==> config.mk <==
export PLATFORM = sky130hd
export DESIGN_NAME = batch_rr_sched
export DESIGN_NICKNAME = d
export VERILOG_FILES = /design/src/rtl/bsched_pkg.sv /design/src/rtl/bsched_timer.sv /design/src/rtl/bsched_pick.sv /design/src/rtl/batch_rr_sched.sv
export SDC_FILE = /design/constraint.sdc
export NUM_CORES = 1
export LEC_CHECK = 0
export BUFFER_PORTS_ARGS = -buffer_cell sky130_fd_sc_hd__clkbuf_2
export CAP_MARGIN = 10
export CORE_MARGIN = 5
export CORE_UTILIZATION = 45
export CTS_CLUSTER_DIAMETER = 50
export CTS_CLUSTER_SIZE = 16
export DETAILED_ROUTE_END_ITERATION = 8
export PLACE_DENSITY_LB_ADDON = 0.3
export SLEW_MARGIN = 20
export SYNTH_ARGS = -nofsm -noshare
export SYNTH_HDL_FRONTEND = slang
export SYNTH_SLANG_ARGS = --single-unit
==> constraint.sdc <==
create_clock -name clk -period 4.85 [get_ports clk]
set_clock_uncertainty 0.05 [all_clocks]
set_input_delay 0.97 -clock clk [delete_from_list [all_inputs] [get_ports clk]]
set_output_delay 0.97 -clock clk [all_outputs]
set_load 0.05 [all_outputs]
==> src/rtl/bsched_pkg.sv <==
package bsched_pkg;
    // Default geometry of the scheduler
    localparam int unsigned DEF_SLOTS       = 8;
    localparam int unsigned DEF_BATCHES     = 16;
    localparam int unsigned DEF_LANE_GROUPS = 4;
    localparam int unsigned DEF_MIN_VISITS  = 4;
    localparam int unsigned DEF_BRANCH_GAP  = 4;

    // Width of a counter that must hold values 0..n-1 (at least one bit)
    function automatic int unsigned cnt_w(input int unsigned n);
        return (n < 2) ? 1 : $clog2(n);
    endfunction
endpackage

==> src/rtl/bsched_timer.sv <==
module bsched_timer
    import bsched_pkg::*;
#(
    parameter int unsigned NUM_SLOTS   = DEF_SLOTS,
    parameter int unsigned LANE_GROUPS = DEF_LANE_GROUPS,
    localparam int unsigned SW = cnt_w(NUM_SLOTS),
    localparam int unsigned LW = cnt_w(LANE_GROUPS)
) (
    input  logic          clk,
    input  logic          rst,
    output logic [SW-1:0] slot_q,
    output logic [LW-1:0] lane_q,
    output logic          visit_end,
    output logic [SW-1:0] slot_next
);
    typedef struct packed {
        logic [SW-1:0] slot;
        logic [LW-1:0] lane;
    } tmr_t;

    tmr_t tmr_d, tmr_q;

    assign slot_q    = tmr_q.slot;
    assign lane_q    = tmr_q.lane;
    assign visit_end = (tmr_q.lane == LW'(LANE_GROUPS - 1));
    assign slot_next = (tmr_q.slot == SW'(NUM_SLOTS - 1)) ? '0 : tmr_q.slot + SW'(1);

    always_comb begin
        tmr_d = tmr_q;
        if (visit_end) begin
            tmr_d.lane = '0;
            tmr_d.slot = slot_next;
        end else begin
            tmr_d.lane = tmr_q.lane + LW'(1);
        end
    end

    always_ff @(posedge clk) begin
        if (rst) tmr_q <= '0;
        else     tmr_q <= tmr_d;
    end
endmodule

==> src/rtl/bsched_pick.sv <==
module bsched_pick
    import bsched_pkg::*;
#(
    parameter int unsigned NUM_BATCHES = DEF_BATCHES,
    localparam int unsigned BW = cnt_w(NUM_BATCHES)
) (
    input  logic [NUM_BATCHES-1:0] cand,
    output logic                   found,
    output logic [BW-1:0]          idx
);
    // Lowest set index wins: scan downward so the last hit is the lowest
    always_comb begin
        found = 1'b0;
        idx   = '0;
        for (int i = NUM_BATCHES - 1; i >= 0; i--) begin
            if (cand[i]) begin
                found = 1'b1;
                idx   = BW'(i);
            end
        end
    end
endmodule

==> src/rtl/batch_rr_sched.sv <==
module batch_rr_sched
    import bsched_pkg::*;
#(
    parameter int unsigned NUM_SLOTS   = DEF_SLOTS,
    parameter int unsigned NUM_BATCHES = DEF_BATCHES,
    parameter int unsigned LANE_GROUPS = DEF_LANE_GROUPS,
    parameter int unsigned MIN_VISITS  = DEF_MIN_VISITS,
    parameter int unsigned BRANCH_GAP  = DEF_BRANCH_GAP,
    localparam int unsigned SW = cnt_w(NUM_SLOTS),
    localparam int unsigned BW = cnt_w(NUM_BATCHES),
    localparam int unsigned LW = cnt_w(LANE_GROUPS)
) (
    input  logic                   clk,
    input  logic                   rst,
    input  logic [NUM_BATCHES-1:0] ready_i,
    input  logic [NUM_BATCHES-1:0] grp_done_i,
    output logic [SW-1:0]          slot_o,
    output logic [BW-1:0]          batch_id_o,
    output logic [LW-1:0]          lane_grp_o,
    output logic                   alu_issue_o,
    output logic                   sfu_issue_o,
    output logic                   branch_o,
    output logic                   retire_o
);
    localparam int unsigned AW = cnt_w(MIN_VISITS + 1);
    localparam int unsigned PW = cnt_w(BRANCH_GAP);

    typedef struct packed {
        logic [NUM_SLOTS-1:0]         vld;
        logic [NUM_SLOTS-1:0][BW-1:0] id;
        logic [NUM_SLOTS-1:0][AW-1:0] age;
        logic [NUM_SLOTS-1:0][PW-1:0] phase;
    } slots_t;

    slots_t st_d, st_q;

    logic [SW-1:0]          cur;
    logic [SW-1:0]          nxt;
    logic                   visit_end;
    logic [NUM_BATCHES-1:0] held;
    logic [NUM_BATCHES-1:0] cand;
    logic                   pick_found;
    logic [BW-1:0]          pick_idx;
    logic                   occ;
    logic [BW-1:0]          cur_id;
    logic                   matured;
    logic                   retire;

    bsched_timer #(.NUM_SLOTS(NUM_SLOTS), .LANE_GROUPS(LANE_GROUPS)) u_timer (
        .clk       (clk),
        .rst       (rst),
        .slot_q    (cur),
        .lane_q    (lane_grp_o),
        .visit_end (visit_end),
        .slot_next (nxt)
    );

    // Mask of batches currently held by a slot
    always_comb begin
        held = '0;
        for (int s = 0; s < NUM_SLOTS; s++) begin
            if (st_q.vld[s]) held[st_q.id[s]] = 1'b1;
        end
    end

    assign cand = ready_i & ~held;

    bsched_pick #(.NUM_BATCHES(NUM_BATCHES)) u_pick (
        .cand  (cand),
        .found (pick_found),
        .idx   (pick_idx)
    );

    assign occ     = st_q.vld[cur];
    assign cur_id  = st_q.id[cur];
    assign matured = (st_q.age[cur] >= AW'(MIN_VISITS - 1));
    assign retire  = occ && visit_end && matured && grp_done_i[cur_id];

    assign slot_o      = cur;
    assign batch_id_o  = cur_id;
    assign alu_issue_o = occ;
    assign sfu_issue_o = occ && (st_q.age[cur] == '0);
    assign branch_o    = occ && visit_end && (st_q.phase[cur] == PW'(BRANCH_GAP - 1));
    assign retire_o    = retire;

    always_comb begin
        st_d = st_q;
        if (occ && visit_end) begin
            if (st_q.age[cur] < AW'(MIN_VISITS))
                st_d.age[cur] = st_q.age[cur] + AW'(1);
            st_d.phase[cur] = (st_q.phase[cur] == PW'(BRANCH_GAP - 1)) ? '0
                            : st_q.phase[cur] + PW'(1);
            if (retire) st_d.vld[cur] = 1'b0;
        end
        if (visit_end && !st_d.vld[nxt] && pick_found) begin
            st_d.vld[nxt]   = 1'b1;
            st_d.id[nxt]    = pick_idx;
            st_d.age[nxt]   = '0;
            st_d.phase[nxt] = '0;
        end
    end

    always_ff @(posedge clk) begin
        if (rst) st_q <= '0;
        else     st_q <= st_d;
    end
endmodule

==> results.yml <==
grt:
  grt_pass1_vias: 5899
  antenna_found_initial: 0
  grt_use_met1: 0.400
  grt_max_degree: 38
  gr-usage-met3: 0.0891
  grt.busiest_layer: "met1"
  overflow: 0
  grt_pass1_wl_mm: 34.2
  grtUsageMet2: 0.392
  grtUsageTotal: 0.275
placed_design:
  place.gp.congestion: 0.992
  preCtsSetupSlack_ps: 663
  dp_cells: 910
  dp_hpwl_mm: 16.4
  placed_area_sq_mm: 0.00626
  portBuffers: 46
finish:
  seq_area_sq_mm: 0.00170
  fillerInstances: 1278
  final_cells: 926
  multi_input_area_sq_mm: 0.00393
  final_nets: 786
  finalInstanceArea_sq_mm: 0.00656
  drive_gt1_frac: 0.153
  final_util: 0.499
  syn_to_final_growth_pct: 10.1
  antenna_cells: 0
routing:
  drc: 0
  routed_wl_mm: 22.2
  ant_nets: 0
  vias: 6219
  drt_first_pass_iters: 5
  wl_per_cell_um: 23.9
  drt-vias-per-instance: 6.72
  drtIter0Drc: 1018
clock_tree:
  post_cts_resized: 0
  cts_tree: "yes"
  root_buffer: "clkbuf_16"
  cts.path.max_buffers: 2
  clk_latency_ps: 350
  cts_made_buffers: 9
  cts.sinks: 85
  hold_buffers: 0
  h-tree-depth: 3
  clkTransAtPathRegs_ps: 70
  cts_setup_buffers: 0
logic_synthesis:
  yosysWarnings: 0
  synth-edff-count: 0
  synth_area_leaders: "dfxtp_1, mux2i_1, nand2_1"
  synth_common_cells: "dfxtp_1, nand2_1, mux2i_1"
  synth_seq_cells: 85
  synth_nets: 770
  synth_cells: 729
  synthesis.area_sq_mm: 0.00596
  synthFlopType: "dfxtp_1"
  synth_top_area_share: 0.286
  avgSynthCellArea_sq_um: 8.17
  async_reset_ff_frac: 0
  seq_area_frac_synth: 0.286
  ys_types: 81
  synth_area_leader_cell: "dfxtp_1"
  yosysMostFrequentCell: "dfxtp_1"
sta:
  fin_setup_tns_ps: 0
  drv_slew: 0
  fin_crit_sh: 0.945
  layout_setup_ws_ps: 269
  setup_viol: 0
  fmax_mhz: 218
  hold_ws_ps: 409
  slew_headroom: 0.430
  min_period_ps: 4580
  rsz0062_at_grt: "false"
  worst_slew_pin_slew_ps: 849
  hold_violations: 0
setup_path:
  r2r_cells: 12
  crit_required_ps: 3830
  r2r_setup_slack_ps: 900
  worst-setup-path-type: "flop to output pin"
  r2r-start: "u_timer.slot_q[1]"
  worstPathArrival_ps: 3560
  end_kind: "output pin"
  path_max_fanout: 17
  setup.worst_path.start_class: "flop"
job:
  cap_violations: 0
die:
  die_w_um: 125
  initial_core_util: 0.454
  rows: 42
  floorplan.die.height_um: 125
  ios: 47
  core_sq_mm: 0.0131
  dieArea_sq_mm: 0.0156
min_path:
  hp-start: "u_timer.lane_q[0]"
  min_to: "u_timer.lane_q[0]"
  min_path_type: "flop to flop"
  holdPathStages: 1
pwr:
  powerDensity_mw_per_mm2: 236
  ir_worst_vdd_mv: 0.174
  power_mw: 1.55
  p_leak_nw: 2.47
status:
  status: "finished clean"
## power by group
| group | switching [mW] | leakage, nW | internal, mW |
|---|---|---|---|
| logic | 0.0961 | 1.63 | 0.0481 |
| registers | 0.00955 | 0.685 | 0.702 |
| clock network | 0.329 | 0.148 | 0.366 |
| total | 0.435 | 2.47 | 1.12 |
## cell type report
type                       instances  area share
clock buffer                       9      0.0343
tap                              176      0.0336
multi-input combinational        567       0.599
sequential                        85       0.260
inverter                          25      0.0143
clock inverter                     7      0.0113
timing repair buffer              57      0.0477
## cells in the final DEF (no fill, tap or decap), types with 4 or more instances in the layout
master / Yosys / layout
nor3_1: 55 / 55
nor2_1: 42 / 42
mux4_2: 6 / 6
o211ai_1: 5 / 5
o32ai_1: 5 / 5
a22oi_1: 5 / 5
a32oi_1: 4 / 4
nand2b_1: 18 / 18
ha_1: 7 / 7
clkbuf_2: 0 / 46
clkbuf_16: 0 / 9
a211oi_1: 13 / 13
nor2b_1: 13 / 12
a221oi_1: 4 / 4
nor3b_1: 10 / 10
and3b_1: 6 / 6
a21oi_1: 19 / 19
nand4_1: 16 / 16
nand2_1: 78 / 78
nand3b_1: 17 / 17
nand3_1: 38 / 38
inv_1: 21 / 21
and3_1: 10 / 10
mux2i_1: 69 / 69
o21ai_0: 12 / 12
o21a_1: 14 / 14
o22ai_1: 21 / 21
dfxtp_1: 85 / 84
a31oi_1: 4 / 4
inv_6: 0 / 4
or3_1: 4 / 4
mux2_2: 7 / 7
buf_4: 5 / 11
## worst max-delay path, cell delays in order, from the launching register on
cell and delay [ps]:
dfxtp_1 750, mux4_2 590, mux2i_1 180, inv_1 70, ha_1 180, ha_1 200, o311ai_2 470, nand4b_1 200
o311a_4 270, inv_1 70, clkbuf_2 240
## how the worst max path moves through the flow
stage,from,end,slack (ps),cells past startpoint
after global routing,u_timer.slot_q[1],retire_o,90,10
after global placement,u_timer.slot_q[1],retire_o,760,10
final,u_timer.slot_q[1],retire_o,270,10
after floorplan,u_timer.slot_q[1],retire_o,580,11
after detailed placement,u_timer.slot_q[1],retire_o,660,10
after CTS,u_timer.slot_q[1],retire_o,290,10
## per-layer routing
layer	up-vias	wire length (um)
met5	-	0
met4	0	589
met3	79	2720
met2	424	9150
met1	2957	9710
li1	2759	-
## logic make-up (layout without fill, tap and decap cells)
kind of cell / after synthesis / after routing / share of synthesized area
compound gates: 144 / 144 / 0.188
fa+ha+maj: 7 / 7 / 0.0147
mux: 83 / 83 / 0.154
flops: 85 / 85 / 0.286
buf+inv: 77 / 98 / 0.0563
simple gates: 333 / 333 / 0.301
Power figures use the tool's default switching activity.
